$ cat src/rtl/tma_pkg.sv
package tma_pkg;

    typedef enum logic [1:0] {
        ACC_LOAD  = 2'd0,
        ACC_STORE = 2'd1,
        ACC_FETCH = 2'd2,
        ACC_RSVD  = 2'd3
    } acc_e;

    localparam int REG_W          = 32;
    localparam int ARR_LSB        = 28;
    localparam int ARR_W          = 2;
    localparam int SIZE_LSB       = 8;
    localparam int SIZE_W         = 4;
    localparam int ATTR_LSB       = 0;
    localparam int ATTR_W         = 5;
    localparam int TSEL_LSB       = 16;
    localparam int FIELD_LSB      = 16;
    localparam int VALID_BIT      = 31;
    localparam int SPACE_BIT      = 12;
    localparam int SRCH_SPACE_BIT = 0;
    localparam int SYN_STORE_BIT  = 8;
    localparam int SYN_EXT_BIT    = 5;

    typedef struct packed {
        logic [REG_W-1:0] sel;
        logic [REG_W-1:0] desc;
        logic [REG_W-1:0] page;
        logic [REG_W-1:0] real_pg;
        logic [REG_W-1:0] srch;
        logic [REG_W-1:0] upper;
        logic [REG_W-1:0] fault;
        logic [REG_W-1:0] syn;
    } asn_img_t;

endpackage

$ cat src/rtl/tma_way_ctr.sv
module tma_way_ctr #(
    parameter int WAYS  = 4,
    parameter int WAY_W = $clog2(WAYS)
) (
    input  logic             clk,
    input  logic             rst_n,
    input  logic             step_i,
    output logic [WAY_W-1:0] cur_o,
    output logic [WAY_W-1:0] nxt_o
);

    localparam logic [WAY_W-1:0] WAY_MASK = WAY_W'(WAYS - 1);

    logic [WAY_W-1:0] cnt_q;

    always_comb begin
        nxt_o = (cnt_q + WAY_W'(1)) & WAY_MASK;
    end

    always_ff @(posedge clk) begin
        if (!rst_n) begin
            cnt_q <= '0;
        end else if (step_i) begin
            cnt_q <= nxt_o;
        end
    end

    assign cur_o = cnt_q;


    way_wrap_chk: assert property (@(posedge clk) disable iff (!rst_n)
        step_i |=> cnt_q == (($past(cnt_q) + WAY_W'(1)) & WAY_MASK));


    way_hold_chk: assert property (@(posedge clk) disable iff (!rst_n)
        !step_i |=> $stable(cnt_q));

endmodule

$ cat src/rtl/tma_tag_pick.sv
module tma_tag_pick #(
    parameter int PID_W = 8
) (
    input  logic             ext_i,
    input  logic [PID_W-1:0] ext_pid_i,
    input  logic [PID_W-1:0] pid0_i,
    input  logic [PID_W-1:0] pid1_i,
    input  logic [PID_W-1:0] pid2_i,
    input  logic [1:0]       sel_i,
    output logic [PID_W-1:0] tag_o,
    output logic [PID_W-1:0] srch_o
);

    always_comb begin
        if (ext_i) begin
            tag_o  = ext_pid_i;
            srch_o = ext_pid_i;
        end else begin
            srch_o = pid0_i;
            unique case (sel_i)
                2'd0:    tag_o = pid0_i;
                2'd1:    tag_o = pid1_i;
                2'd2:    tag_o = pid2_i;
                default: tag_o = '0;
            endcase
        end
    end

endmodule

$ cat src/rtl/tma_image.sv
module tma_image
    import tma_pkg::*;
#(
    parameter int PID_W      = 8,
    parameter int WAY_W      = 2,
    parameter int PAGE_SHIFT = 12
) (
    input  logic [REG_W-1:0] addr_i,
    input  logic [1:0]       acc_i,
    input  logic             ext_i,
    input  logic             space_i,
    input  logic [REG_W-1:0] dflt_i,
    input  logic [PID_W-1:0] tag_i,
    input  logic [PID_W-1:0] srch_pid_i,
    input  logic [WAY_W-1:0] esel_i,
    input  logic [WAY_W-1:0] nv_i,
    output asn_img_t         img_o
);

    localparam int EPN_W = REG_W - PAGE_SHIFT;

    always_comb begin
        img_o = '0;

        img_o.sel[ARR_LSB +: ARR_W]     = dflt_i[ARR_LSB +: ARR_W];
        img_o.sel[FIELD_LSB +: WAY_W]   = esel_i;
        img_o.sel[0 +: WAY_W]           = nv_i;

        img_o.desc[VALID_BIT]           = 1'b1;
        img_o.desc[SPACE_BIT]           = space_i;
        img_o.desc[SIZE_LSB +: SIZE_W]  = dflt_i[SIZE_LSB +: SIZE_W];
        img_o.desc[FIELD_LSB +: PID_W]  = tag_i;

        img_o.page[PAGE_SHIFT +: EPN_W] = addr_i[PAGE_SHIFT +: EPN_W];
        img_o.page[ATTR_LSB +: ATTR_W]  = dflt_i[ATTR_LSB +: ATTR_W];

        img_o.srch[FIELD_LSB +: PID_W]  = srch_pid_i;
        img_o.srch[SRCH_SPACE_BIT]      = space_i;

        img_o.fault                     = addr_i;
        img_o.syn[SYN_STORE_BIT]        = (acc_i == ACC_STORE);
        img_o.syn[SYN_EXT_BIT]          = ext_i;
    end

endmodule

$ cat src/rtl/tlb_miss_loader.sv
module tlb_miss_loader
    import tma_pkg::*;
#(
    parameter int WAYS       = 4,
    parameter int PID_W      = 8,
    parameter int PAGE_SHIFT = 12
) (
    input  logic             clk,
    input  logic             rst_n,
    input  logic             miss_i,
    input  logic [31:0]      addr_i,
    input  logic [1:0]       acc_i,
    input  logic             ext_i,
    input  logic [PID_W-1:0] ext_pid_i,
    input  logic [PID_W-1:0] pid0_i,
    input  logic [PID_W-1:0] pid1_i,
    input  logic [PID_W-1:0] pid2_i,
    input  logic             space_i,
    input  logic [31:0]      dflt_i,
    output logic [31:0]      asn_sel_o,
    output logic [31:0]      asn_desc_o,
    output logic [31:0]      asn_page_o,
    output logic [31:0]      asn_real_o,
    output logic [31:0]      asn_srch_o,
    output logic [31:0]      asn_upper_o,
    output logic [31:0]      fault_addr_o,
    output logic [31:0]      syndrome_o
);

    localparam int WAY_W = $clog2(WAYS);
    localparam logic [WAY_W-1:0] WAY_MASK = WAY_W'(WAYS - 1);

    logic [WAY_W-1:0] way_cur;
    logic [WAY_W-1:0] way_nxt;
    logic [PID_W-1:0] tag_pick;
    logic [PID_W-1:0] srch_pick;
    asn_img_t         img_d;
    asn_img_t         img_q;

    tma_way_ctr #(
        .WAYS  (WAYS),
        .WAY_W (WAY_W)
    ) u_way (
        .clk    (clk),
        .rst_n  (rst_n),
        .step_i (miss_i),
        .cur_o  (way_cur),
        .nxt_o  (way_nxt)
    );

    tma_tag_pick #(
        .PID_W (PID_W)
    ) u_tag (
        .ext_i     (ext_i),
        .ext_pid_i (ext_pid_i),
        .pid0_i    (pid0_i),
        .pid1_i    (pid1_i),
        .pid2_i    (pid2_i),
        .sel_i     (dflt_i[TSEL_LSB +: 2]),
        .tag_o     (tag_pick),
        .srch_o    (srch_pick)
    );

    tma_image #(
        .PID_W      (PID_W),
        .WAY_W      (WAY_W),
        .PAGE_SHIFT (PAGE_SHIFT)
    ) u_img (
        .addr_i     (addr_i),
        .acc_i      (acc_i),
        .ext_i      (ext_i),
        .space_i    (space_i),
        .dflt_i     (dflt_i),
        .tag_i      (tag_pick),
        .srch_pid_i (srch_pick),
        .esel_i     (way_cur),
        .nv_i       (way_nxt),
        .img_o      (img_d)
    );

    always_ff @(posedge clk) begin
        if (!rst_n) begin
            img_q <= '0;
        end else if (miss_i) begin
            img_q <= img_d;
        end
    end

    assign asn_sel_o    = img_q.sel;
    assign asn_desc_o   = img_q.desc;
    assign asn_page_o   = img_q.page;
    assign asn_real_o   = img_q.real_pg;
    assign asn_srch_o   = img_q.srch;
    assign asn_upper_o  = img_q.upper;
    assign fault_addr_o = img_q.fault;
    assign syndrome_o   = img_q.syn;


    valid_set_chk: assert property (@(posedge clk) disable iff (!rst_n)
        miss_i |=> asn_desc_o[VALID_BIT]);


    cleared_chk: assert property (@(posedge clk) disable iff (!rst_n)
        miss_i |=> (asn_real_o == '0) && (asn_upper_o == '0));


    fault_addr_chk: assert property (@(posedge clk) disable iff (!rst_n)
        miss_i |=> fault_addr_o == $past(addr_i));


    space_pair_chk: assert property (@(posedge clk) disable iff (!rst_n)
        miss_i |=> asn_desc_o[SPACE_BIT] == asn_srch_o[SRCH_SPACE_BIT]);


    victim_follow_chk: assert property (@(posedge clk) disable iff (!rst_n)
        miss_i |=> asn_sel_o[0 +: WAY_W] ==
                   ((asn_sel_o[FIELD_LSB +: WAY_W] + WAY_W'(1)) & WAY_MASK));


    store_syn_chk: assert property (@(posedge clk) disable iff (!rst_n)
        miss_i |=> syndrome_o[SYN_STORE_BIT] == ($past(acc_i) == ACC_STORE));


    hold_chk: assert property (@(posedge clk) disable iff (!rst_n)
        !miss_i |=> $stable(img_q));

endmodule

$ cat config.mk
export PLATFORM = sky130hd
export DESIGN_NAME = tlb_miss_loader
export DESIGN_NICKNAME = d
export VERILOG_FILES = /design/src/rtl/tma_pkg.sv /design/src/rtl/tma_way_ctr.sv /design/src/rtl/tma_tag_pick.sv /design/src/rtl/tma_image.sv /design/src/rtl/tlb_miss_loader.sv
export SDC_FILE = /design/constraint.sdc
export NUM_CORES = 1
export LEC_CHECK = 0
export BUFFER_PORTS_ARGS = -buffer_cell sky130_fd_sc_hd__buf_2
export CAP_MARGIN = 20
export CORE_ASPECT_RATIO = 1.75
export CORE_MARGIN = 10
export CORE_UTILIZATION = 55
export DETAILED_ROUTE_END_ITERATION = 12
export PLACE_DENSITY = 0.84
export SLEW_MARGIN = 5
export SYNTH_ARGS = -nofsm -noshare
export SYNTH_HDL_FRONTEND = slang
export SYNTH_HIERARCHICAL = 1
export SYNTH_SLANG_ARGS = --single-unit
$ cat constraint.sdc
create_clock -name clk -period 1.2 [get_ports clk]
set_input_delay 0.12 -clock clk [delete_from_list [all_inputs] [get_ports clk]]
set_output_delay 0.12 -clock clk [all_outputs]
set_load 0.01 [all_outputs]
==> run_summary.xml <==
<?xml version="1.0" encoding="UTF-8"?>
<metrics>
  <group name="outcome">
    <metric name="result_of_the_run" unit="">finished clean</metric>
  </group>
  <group name="global_route">
    <metric name="wire_length_of_the_first_global_routing_pass" unit="µm">43400</metric>
    <metric name="gr-usage-all-layers" unit="">0.180</metric>
    <metric name="global_route.overflow_total" unit="">0</metric>
    <metric name="via_count_of_the_first_global_routing_pass" unit="">8131</metric>
    <metric name="antenna_found_initial" unit="">0</metric>
    <metric name="grt_start_max_net_pins" unit="">68</metric>
  </group>
  <group name="floorplanning">
    <metric name="initial_core_util" unit="">0.559</metric>
    <metric name="core-area" unit="µm²">22200</metric>
    <metric name="core.rowCount" unit="">72</metric>
    <metric name="die_w" unit="µm">133</metric>
    <metric name="die_height" unit="µm">219</metric>
    <metric name="floorplan.die_area" unit="µm²">29200</metric>
    <metric name="floorplan.io_pins" unit="">359</metric>
  </group>
  <group name="worst_setup_path">
    <metric name="reg2reg_to" unit="">asn_sel_o[29]</metric>
    <metric name="crit_path_top_delay_cell" unit="">sky130_fd_sc_hd__dfxtp_1</metric>
    <metric name="critical_path_depth" unit="">1</metric>
    <metric name="cp-start-kind" unit="">register</metric>
    <metric name="cp_top_family" unit="">flip-flops</metric>
    <metric name="critPathMaxFanout" unit="">2</metric>
    <metric name="worstPathRequired" unit="ns">1.08</metric>
    <metric name="path_class" unit="">register to output port</metric>
    <metric name="maximum_single_stage_delay_on_the_critical_path" unit="ns">0.37</metric>
    <metric name="timing.critical_path.buf_inv" unit="">1</metric>
    <metric name="cp-end-kind" unit="">output port</metric>
    <metric name="rr_startpoint" unit="">asn_sel_o[29]</metric>
    <metric name="worstPathCellList" unit="">buf_2</metric>
    <metric name="ff2ff_setup_slack" unit="ns">0.05</metric>
    <metric name="worst-r2r-cell-count" unit="">3</metric>
    <metric name="critical_path_arrival" unit="ns">1.04</metric>
  </group>
  <group name="synth">
    <metric name="mapped_cell_area" unit="µm²">12400</metric>
    <metric name="synth.area.top_cells" unit="">sky130_fd_sc_hd__dfxtp_1 42%, sky130_fd_sc_hd__mux2i_1 21%, sky130_fd_sc_hd__buf_4 16%</metric>
    <metric name="synth.distinct_cells" unit="">20</metric>
    <metric name="post_synth_inst_count" unit="">1146</metric>
    <metric name="synth_largest_type_area_fraction" unit="">0.417</metric>
    <metric name="synth-compound-area-share" unit="">0.0113</metric>
    <metric name="muxShareOfSynthArea" unit="">0.214</metric>
    <metric name="synth_async_sr_flop_share" unit="">0</metric>
    <metric name="post_synth_xor_area_fraction" unit="">0.00141</metric>
    <metric name="synth_top_family_by_area" unit="">multiplexers</metric>
    <metric name="number_of_warnings_reported_in_the_yosys_synthesis_log" unit="">6</metric>
    <metric name="synthesis.area_per_instance" unit="µm²">10.8</metric>
    <metric name="synthAdderAreaFrac" unit="">0</metric>
    <metric name="synth_edf_count" unit="">0</metric>
    <metric name="synth_top_flop_cell" unit="">sky130_fd_sc_hd__dfxtp_1</metric>
    <metric name="synth.yosys.seq_area_share" unit="">0.417</metric>
    <metric name="synthTopCellsByCount" unit="">265 x sky130_fd_sc_hd__mux2i_1, 259 x sky130_fd_sc_hd__buf_4, 258 x sky130_fd_sc_hd__dfxtp_1</metric>
    <metric name="leading_cell_type_by_number_of_instances_after_synthesis" unit="">sky130_fd_sc_hd__mux2i_1</metric>
    <metric name="netlist.top_cell.by_area" unit="">sky130_fd_sc_hd__dfxtp_1</metric>
    <metric name="synth-simple-area-share" unit="">0.142</metric>
    <metric name="number_of_storage_elements_in_the_synthesis_netlist" unit="">258</metric>
  </group>
  <group name="cts">
    <metric name="tritoncts" unit="">done</metric>
    <metric name="clk-insertion-delay-late" unit="ns">0.51</metric>
    <metric name="numCtsBuffers" unit="">23</metric>
    <metric name="worst_setup_hold_path_clk_slew" unit="ns">0.07</metric>
    <metric name="clockBufferDepth" unit="">3</metric>
    <metric name="clockRootBuffer" unit="">sky130_fd_sc_hd__clkbuf_16</metric>
    <metric name="htree_levels" unit="">1</metric>
    <metric name="clock_sink_count" unit="">258</metric>
  </group>
  <group name="pwr">
    <metric name="switching_power_total" unit="W">0.00485</metric>
    <metric name="p_seq_frac" unit="">0.477</metric>
    <metric name="p_sw_frac" unit="">0.247</metric>
    <metric name="worst_ir_drop_vdd" unit="mV">1.28</metric>
    <metric name="pwr_density_cell" unit="nW/µm²">1390</metric>
    <metric name="clockPowerShare" unit="">0.382</metric>
    <metric name="p_int" unit="W">0.0148</metric>
    <metric name="post-layout-total-power" unit="W">0.0196</metric>
    <metric name="combinationalPowerShare" unit="">0.141</metric>
    <metric name="leakagePower" unit="nW">7.26</metric>
  </group>
  <group name="final_layout">
    <metric name="final_net_count" unit="">1542</metric>
    <metric name="filler_cell_count" unit="">1727</metric>
    <metric name="multi_input_area" unit="µm²">5210</metric>
    <metric name="fraction_of_layout_cells_with_a_size_suffix_above_1" unit="">0.286</metric>
    <metric name="post_layout_instance_count_excluding_filler_cells" unit="">1751</metric>
    <metric name="seq_area" unit="µm²">5170</metric>
    <metric name="n_antenna_cell" unit="">0</metric>
    <metric name="syn2layout_area_growth" unit="%">14.0</metric>
    <metric name="final_core_occ" unit="">0.637</metric>
  </group>
  <group name="drt">
    <metric name="wirelength" unit="µm">27600</metric>
    <metric name="detailedRoute.firstIterationViolations" unit="">228</metric>
    <metric name="num_vias" unit="">7802</metric>
    <metric name="detail_route.drc_violations" unit="">0</metric>
    <metric name="avgViaCountPerCell" unit="">4.46</metric>
    <metric name="postRouteAntennaNets" unit="">0</metric>
    <metric name="routed_wire_length_per_instance" unit="µm">15.7</metric>
    <metric name="length_of_the_first_detailed_routing_pass_in_iterations" unit="">4</metric>
  </group>
  <group name="timing">
    <metric name="hold_violations" unit="">0</metric>
    <metric name="period_share" unit="">0.966</metric>
    <metric name="finalMaxSlewViolations" unit="">0</metric>
    <metric name="final.setup_skew" unit="ns">0.00341</metric>
    <metric name="setup_repair_after_global_routing_missed_its_margin" unit="">false</metric>
    <metric name="clock.fmax" unit="MHz">862</metric>
    <metric name="post-route-min-period" unit="ns">1.16</metric>
    <metric name="worst_slack" unit="ns">0.0405</metric>
    <metric name="fin_tns_setup" unit="ns">0</metric>
    <metric name="setup_viol_count_final" unit="">0</metric>
  </group>
  <group name="min_path">
    <metric name="hold_path_depth" unit="">5</metric>
    <metric name="hp-start" unit="">ext_pid_i[0]</metric>
    <metric name="min_path_type" unit="">input port to register</metric>
    <metric name="hold_end" unit="">asn_desc_o[16]</metric>
  </group>
  <group name="place">
    <metric name="dp_cells" unit="">1659</metric>
    <metric name="place.port_buffers" unit="">339</metric>
    <metric name="detailed_place_hpwl" unit="µm">19600</metric>
    <metric name="pre_cts_slack" unit="ns">0.0448</metric>
    <metric name="gp_routability_congestion" unit="">0.824</metric>
  </group>
  <group name="job">
    <metric name="drv_cap" unit="">0</metric>
  </group>
</metrics>
cell usage in the layout, fill, tap and decap left out, types with 2 or more instances in the layout:
cell type and n:
sky130_fd_sc_hd__clkbuf_8 6, sky130_fd_sc_hd__dlygate4sd3_1 51, sky130_fd_sc_hd__mux2i_1 265, sky130_fd_sc_hd__o211ai_2 8, sky130_fd_sc_hd__inv_1 9, sky130_fd_sc_hd__bufinv_16 2
sky130_fd_sc_hd__clkinv_2 6, sky130_fd_sc_hd__o21ai_0 8, sky130_fd_sc_hd__clkbuf_16 23, sky130_fd_sc_hd__nor2b_1 256, sky130_fd_sc_hd__buf_2 337, sky130_fd_sc_hd__conb_1 169
sky130_fd_sc_hd__nand2_1 10, sky130_fd_sc_hd__xor2_1 2, sky130_fd_sc_hd__buf_12 11, sky130_fd_sc_hd__inv_6 2, sky130_fd_sc_hd__buf_4 16, sky130_fd_sc_hd__dfxtp_1 257
sky130_fd_sc_hd__nand4bb_1 8
through the flow:
step / hold WS (ns) / instance area [µm²]
3_3_place_gp: 0.378 / 12800
6_report: 0.0261 / 14100
4_1_cts: 0.000329 / 14100
2_1_floorplan: 0.242 / 13000
3_5_place_dp: 0.385 / 12800
5_1_grt: 0.0220 / 14100
layout make-up:
| type | instances | share of cell area |
|---|---|---|
| clock buffers | 30 | 0.0469 |
| clock inverters | 11 | 0.00815 |
| inverters | 9 | 0.00239 |
| multi-input cells | 730 | 0.369 |
| flip-flops and latches | 258 | 0.366 |
| well taps | 296 | 0.0262 |
| repair buffers | 417 | 0.182 |
power groups by stage:
stage	logic, W	clock network, W	registers, W
after global placement	0.00257	0	0.00950
after global routing	0.00303	0.00796	0.00941
after floorplan	0.00210	0	0.00976
after detailed placement	0.00263	0	0.00953
after CTS	0.00277	0.00768	0.00934
final	0.00277	0.00749	0.00935
cell families after synthesis:
group,count (synthesis)
DFF,258
AOI/OAI and AO/OA,16
muxes,265
and+or+nand+nor,278
other,2
buffers and inverters,325
xor gates and xnor gates,2
flip-flops by register name, indices dropped and copies added, names as in the netlist:
signal,count
asn_desc_o,32
asn_page_o,32
asn_real_o,32
asn_sel_o,32
asn_srch_o,32
asn_upper_o,32
fault_addr_o,32
syndrome_o,32
u_way/cur_o,2
timing repair:
item | 4_1_cts | 5_1_grt
pin swaps | 0 | 0
gates cloned | 0 | 0
gates resized for setup | 1 | 1
hold endpoints to repair | 75 | 0
setup endpoints to repair | 1 | 1
hold buffers | 51 | 0
buffers inserted | 0 | 0
worst max-delay path by stage:
stage	endpoint	slack (ns)	startpoint
after detailed placement	asn_desc_o[21]	0.04	dflt_i[16]
after floorplan	asn_desc_o[22]	0.20	dflt_i[17]
after global placement	asn_desc_o[22]	0.08	dflt_i[16]
after CTS	asn_srch_o[2]	0.02	asn_srch_o[2]
after global routing	asn_page_o[15]	0.007	asn_page_o[15]
final	fault_addr_o[30]	0.04	fault_addr_o[30]
layer usage:
layer  share of wire  vias up  GRT usage
li1                -     3881          -
met1            0.38     3581      0.184
met2            0.51      278      0.329
met3           0.069       62     0.0505
met4           0.045        0     0.0881
met5               0        -          0
Note: power is estimated with default switching activity, not from simulation.
